File: src/rtl/wdog_pkg.sv
package wdog_pkg;
    typedef enum logic [1:0] {
        WD_IDLE  = 2'd0,
        WD_RUN   = 2'd1,
        WD_HOLD  = 2'd2,
        WD_FIRED = 2'd3
    } wd_state_e;
endpackage

File: src/rtl/wdog_count.sv
module wdog_count #(
    parameter int CNT_W = 16
) (
    input  logic             clk,
    input  logic             rst_n,
    input  logic             do_load,
    input  logic             do_dec,
    input  logic [CNT_W-1:0] reload,
    output logic             cnt_one
);
    localparam int LW = CNT_W + 1;

    logic [LW-1:0] cnt_q;
    logic [LW-1:0] load_val;

    // a zero reload stands for the full 2**CNT_W period
    always_comb begin
        if (reload == '0) load_val = {1'b1, {CNT_W{1'b0}}};
        else              load_val = {1'b0, reload};
    end

    always_ff @(posedge clk or negedge rst_n) begin
        if (!rst_n)       cnt_q <= '0;
        else if (do_load) cnt_q <= load_val;
        else if (do_dec)  cnt_q <= cnt_q - 1'b1;
    end

    assign cnt_one = (cnt_q == LW'(1));
endmodule

File: src/rtl/wdog_ctrl.sv
module wdog_ctrl
    import wdog_pkg::*;
(
    input  logic clk,
    input  logic rst_n,
    input  logic enable,
    input  logic kick,
    input  logic dbg,
    input  logic tick,
    input  logic resp_rst,
    input  logic cnt_one,
    output logic do_load,
    output logic do_dec,
    output logic to_hit
);
    wd_state_e st_q, st_d;

    // next state
    always_comb begin
        st_d = st_q;
        unique case (st_q)
            WD_IDLE:  if (enable) st_d = WD_RUN;
            WD_RUN: begin
                if (!enable)
                    st_d = WD_HOLD;
                else if (!kick && !dbg && tick && cnt_one && resp_rst)
                    st_d = WD_FIRED;
            end
            WD_HOLD:  if (enable) st_d = WD_RUN;
            WD_FIRED: st_d = WD_FIRED;
        endcase
    end

    // state register
    always_ff @(posedge clk or negedge rst_n) begin
        if (!rst_n) st_q <= WD_IDLE;
        else        st_q <= st_d;
    end

    // outputs
    always_comb begin
        do_load = 1'b0;
        do_dec  = 1'b0;
        to_hit  = 1'b0;
        unique case (st_q)
            WD_IDLE:  do_load = enable;
            WD_RUN: begin
                if (enable) begin
                    if (kick || dbg) begin
                        do_load = 1'b1;
                    end else if (tick) begin
                        if (cnt_one) begin
                            to_hit  = 1'b1;
                            do_load = !resp_rst;
                        end else begin
                            do_dec = 1'b1;
                        end
                    end
                end
            end
            WD_HOLD:  ;
            WD_FIRED: ;
        endcase
    end
endmodule

File: src/rtl/wdog_resp.sv
module wdog_resp (
    input  logic clk,
    input  logic rst_n,
    input  logic to_hit,
    input  logic resp_rst,
    input  logic stop_mode,
    input  logic status_clr,
    output logic rst_req,
    output logic exc_req,
    output logic stop_wake_req,
    output logic wd_flag,
    output logic stop_flag
);
    logic exc_hit, wake_hit;

    assign exc_hit  = to_hit && !resp_rst;
    assign wake_hit = exc_hit && stop_mode;

    always_ff @(posedge clk or negedge rst_n) begin
        if (!rst_n) begin
            rst_req       <= 1'b0;
            exc_req       <= 1'b0;
            stop_wake_req <= 1'b0;
        end else begin
            rst_req       <= to_hit && resp_rst;
            exc_req       <= exc_hit;
            stop_wake_req <= wake_hit;
        end
    end

    // sticky status, a new event outranks a clear in the same cycle
    always_ff @(posedge clk or negedge rst_n) begin
        if (!rst_n) begin
            wd_flag   <= 1'b0;
            stop_flag <= 1'b0;
        end else begin
            if (to_hit)          wd_flag <= 1'b1;
            else if (status_clr) wd_flag <= 1'b0;
            if (wake_hit)        stop_flag <= 1'b1;
            else if (status_clr) stop_flag <= 1'b0;
        end
    end
endmodule

File: src/rtl/wdog_timer.sv
module wdog_timer #(
    parameter int CNT_W = 16
) (
    input  logic             clk,
    input  logic             rst_n,
    input  logic             tick_en,
    input  logic             wd_enable,
    input  logic             kick,
    input  logic             dbg_mode,
    input  logic             stop_mode,
    input  logic             resp_sel_rst,
    input  logic [CNT_W-1:0] reload_val,
    input  logic             status_clr,
    output logic             rst_req,
    output logic             exc_req,
    output logic             stop_wake_req,
    output logic             wd_flag,
    output logic             stop_flag
);
    logic do_load, do_dec, to_hit, cnt_one;

    wdog_ctrl u_ctrl (
        .clk      (clk),
        .rst_n    (rst_n),
        .enable   (wd_enable),
        .kick     (kick),
        .dbg      (dbg_mode),
        .tick     (tick_en),
        .resp_rst (resp_sel_rst),
        .cnt_one  (cnt_one),
        .do_load  (do_load),
        .do_dec   (do_dec),
        .to_hit   (to_hit)
    );

    wdog_count #(.CNT_W(CNT_W)) u_count (
        .clk     (clk),
        .rst_n   (rst_n),
        .do_load (do_load),
        .do_dec  (do_dec),
        .reload  (reload_val),
        .cnt_one (cnt_one)
    );

    wdog_resp u_resp (
        .clk           (clk),
        .rst_n         (rst_n),
        .to_hit        (to_hit),
        .resp_rst      (resp_sel_rst),
        .stop_mode     (stop_mode),
        .status_clr    (status_clr),
        .rst_req       (rst_req),
        .exc_req       (exc_req),
        .stop_wake_req (stop_wake_req),
        .wd_flag       (wd_flag),
        .stop_flag     (stop_flag)
    );
endmodule

File: config.mk
export PLATFORM = sky130hd
export DESIGN_NAME = wdog_timer
export DESIGN_NICKNAME = d
export VERILOG_FILES = /design/src/rtl/wdog_pkg.sv /design/src/rtl/wdog_count.sv /design/src/rtl/wdog_ctrl.sv /design/src/rtl/wdog_resp.sv /design/src/rtl/wdog_timer.sv
export SDC_FILE = /design/constraint.sdc
export NUM_CORES = 1
export LEC_CHECK = 0
export BUFFER_PORTS_ARGS = -buffer_cell sky130_fd_sc_hd__buf_4
export CORE_MARGIN = 2
export CORE_UTILIZATION = 53
export CTS_CLUSTER_DIAMETER = 30
export DETAILED_ROUTE_END_ITERATION = 10
export MAX_ROUTING_LAYER = met4
export PLACE_DENSITY = 0.75
export SYNTH_ARGS = -nofsm -noshare
export SYNTH_HDL_FRONTEND = slang
export SYNTH_HIERARCHICAL = 1
export SYNTH_SLANG_ARGS = --single-unit
File: constraint.sdc
create_clock -name clk -period 3.08 [get_ports clk]
set_clock_uncertainty 0.05 [all_clocks]
set_input_delay 0.308 -clock clk [delete_from_list [all_inputs] [get_ports clk]]
set_output_delay 0.308 -clock clk [all_outputs]
set_load 0.005 [all_outputs]
==> flow_metrics.py <==
metrics = {
    "routing": {
        "wl_per_cell_microns": 14.5,
        "ant_nets": 0,
        "first_pass_iters": 4,
        "vias": 1173,
        "via_per_inst": 5.81,
        "finalWirelength_microns": 2920,
        "drc": 0,
        "drtIter0Drc": 27,
    },
    "power_and_ir_drop": {
        "power_frac_seq": 0.558,
        "swShare": 0.375,
        "switchingPower_mw": 0.386,
        "p_comb_frac": 0.316,
        "leakagePower_nw": 0.685,
        "clkPwrFrac": 0.126,
        "peakVddDrop_mv": 0.508,
        "intPower_mw": 0.644,
        "powerDensity_nw_per_um2": 635,
    },
    "yosys": {
        "ys_async_sr_fraction": 1.00,
        "synth_edf_count": 0,
        "ys_warn_count": 6,
        "postSynthAreaPerCell_sq_um": 9.48,
        "synth-seq-cells": 24,
        "syn_area_sq_um": 1340,
        "synth.largest_area_cell": "dfrtp_1",
        "synth.distinct_cells": 42,
        "synth_area_leaders": "dfrtp_1 45%, nand2_1 6.2%, o21ai_0 5.2%",
        "synth_cells": 141,
        "ys_seq_area_frac": 0.449,
        "synth_top_area_share": 0.449,
        "synthFlopType": "dfrtp_1",
        "synth_nets": 168,
    },
    "placed_design": {
        "pre_cts_ws_ns": 0.264,
        "port-buffer-count": 29,
        "gp_congestion": 0.897,
        "hpwl_microns": 2260,
    },
    "layout": {
        "syn_to_final_growth_pct": 21.5,
        "layout-drive-gt1-share": 0.262,
        "antenna_cells": 0,
        "nNetsFinal": 201,
    },
    "grt": {
        "antenna_found_initial": 0,
        "grt_overflow_total": 0,
        "grt_pass1_wl_microns": 4810,
        "grt_max_degree": 27,
        "first_global_vias": 1082,
        "grtUsageTotal": 0.235,
    },
    "job": {
        "drv_cap": 0,
    },
    "setup_path": {
        "cp.required_ns": 3.23,
        "path_max_fanout": 6,
        "crit_type": "reg -> reg",
        "worst_setup_path_end_kind": "flop",
        "critPathArrivalTime_ns": 2.85,
        "start_kind": "flop",
    },
    "timing": {
        "period_needed_ns": 2.70,
        "fin_crit_sh": 0.878,
        "tns_ns": 0,
        "slew_headroom": 0.569,
        "timing.fmax_ghz": 0.370,
        "setup_viol": 0,
        "rsz0062_at_grt": "false",
        "worst_slack_ns": 0.377,
        "tightest_slew_ns": 0.641,
        "drv_slew": 0,
        "hold_viol": 0,
    },
    "clock_tree": {
        "cts_tree": "built",
        "cts_max_path_buffers": 2,
        "htree_levels": 1,
        "clock_latency_ns": 0.30,
        "clkTransAtPathRegs_ns": 0.12,
        "cts_setup_buffers": 0,
        "cts_sinks": 24,
        "cts_root_buffer": "clkbuf_4",
        "cts_made_buffers": 3,
    },
    "die": {
        "die_area_sq_um": 2940,
        "row_count": 18,
        "initial_core_util": 0.549,
        "core_sq_um": 2430,
        "die-width_microns": 54.2,
        "pin_count": 30,
        "die_h_microns": 54.2,
    },
    "min_path": {
        "min_path_type": "in -> reg",
    },
    "run_status": {
        "status": "finished, final reports clean",
    },
}
==> sequential cells by signal, summed over array words and instances, names as in the netlist <==
register              flops
u_resp/exc_req            1
u_resp/stop_flag          1
u_resp/stop_wake_req      1
u_count/cnt_q            17
u_resp/wd_flag            1
u_resp/rst_req            1
u_ctrl/st_q               2
==> path summary, 6_finish.rpt <==
kind | slack [ns] | cells past startpoint | startpoint | endpoint
worst max-delay path | 0.38 | 10 | u_count/cnt_q[3] | u_count/cnt_q[16]
worst min-delay path | 0.15 | 3 | wd_enable | u_ctrl/st_q[0]
min in group asynchronous | 0.37 | 2 | rst_n | u_count/cnt_q[12]
max in group asynchronous | 2.36 | 2 | rst_n | u_count/cnt_q[13]
worst max register to register | 0.38 | 10 | u_count/cnt_q[3] | u_count/cnt_q[16]
worst min register to register | 0.45 | 1 | u_resp/wd_flag | u_resp/wd_flag
==> what timing repair did <==
item                                    CTS  global route
endpoints found under the hold margin    24             0
resized for setup                         0             1
endpoints found under the setup margin    0             2
hold buffers                              1             0
==> through the flow <==
stage                      util  hold slack, ns  instance area, sq um  instances  power [mW]
final                     0.668           0.151                  1620        202        1.03
after global routing      0.668           0.153                  1620        202        1.11
after CTS                 0.665           0.144                  1620        202        1.03
after detailed placement  0.651           0.171                  1580        198       0.900
after global placement    0.651           0.167                  1580        198       0.891
after floorplan               -         -0.0376                  1340        141       0.784
==> critical path: stages, from the launching register on <==
cell and delay [ns]:
dfrtp_1 0.44, or3_4 0.43, nor4_1 0.36, and4b_1 0.33, nand2_1 0.09, o21ai_1 0.11
and2_1 0.15, inv_1 0.12, a41oi_2 0.33, a31o_2 0.16, nor2_1 0.04
==> power groups by stage <==
stage	registers [mW]	clock network, mW	logic, mW
5_1_grt	0.591	0.153	0.372
3_5_place_dp	0.578	0	0.322
2_1_floorplan	0.542	0	0.242
4_1_cts	0.572	0.139	0.324
3_3_place_gp	0.574	0	0.316
6_report	0.575	0.130	0.325
==> kinds of logic (layout without fill, tap and decap cells) <==
family | after synthesis | count (layout) | share of synthesized area
buffers and inverters | 8 | 39 | 0.0253
AND/OR/NAND/NOR | 68 | 68 | 0.303
adder cells (fa/ha/maj) | 2 | 2 | 0.0187
flip-flops | 24 | 24 | 0.449
XOR/XNOR | 13 | 13 | 0.0852
AO/OA/AOI/OAI | 26 | 26 | 0.118
==> cells in the mapped netlist, types with 2 or more instances <==
master and n:
nor4_1 7, nor2_1 6, o21ai_0 14, nand2_1 22
nand3_1 3, dfrtp_1 24, xor2_1 7, o21ai_1 2
ha_1 2, clkbuf_1 2, nor3_1 5, nand4_1 3
a21o_1 2, xnor2_1 6, inv_1 5, or4b_1 2
or4_1 3, nor3b_2 2
==> layout by cell type (no fill, tap or decap), drive strengths merged, types with 4 or more instances in the layout <==
cell type	count
xor2	7
nor4	7
nand2	23
inv	5
dfrtp	24
o21ai	17
xnor2	6
nor3	5
buf	30
or4	4
nor2	6
==> cell type report <==
class	count	area, sq um
Sequential cell	24	601
Inverter	5	18.8
Fill cell	215	808
Tap cell	30	37.5
Clock buffer	3	22.5
Multi-Input combinational cell	109	709
Timing Repair Buffer	31	235
==> routing by layer <==
| metal | track usage | up-vias | wire length (microns) |
|---|---|---|---|
| li1 | - | 571 | - |
| met5 | - | - | 0 |
| met3 | 0.0328 | 2 | 149 |
| met1 | 0.285 | 563 | 1280 |
| met2 | 0.396 | 37 | 1480 |
| met4 | 0.0875 | 0 | 15 |
Power figures use the tool's default switching activity.
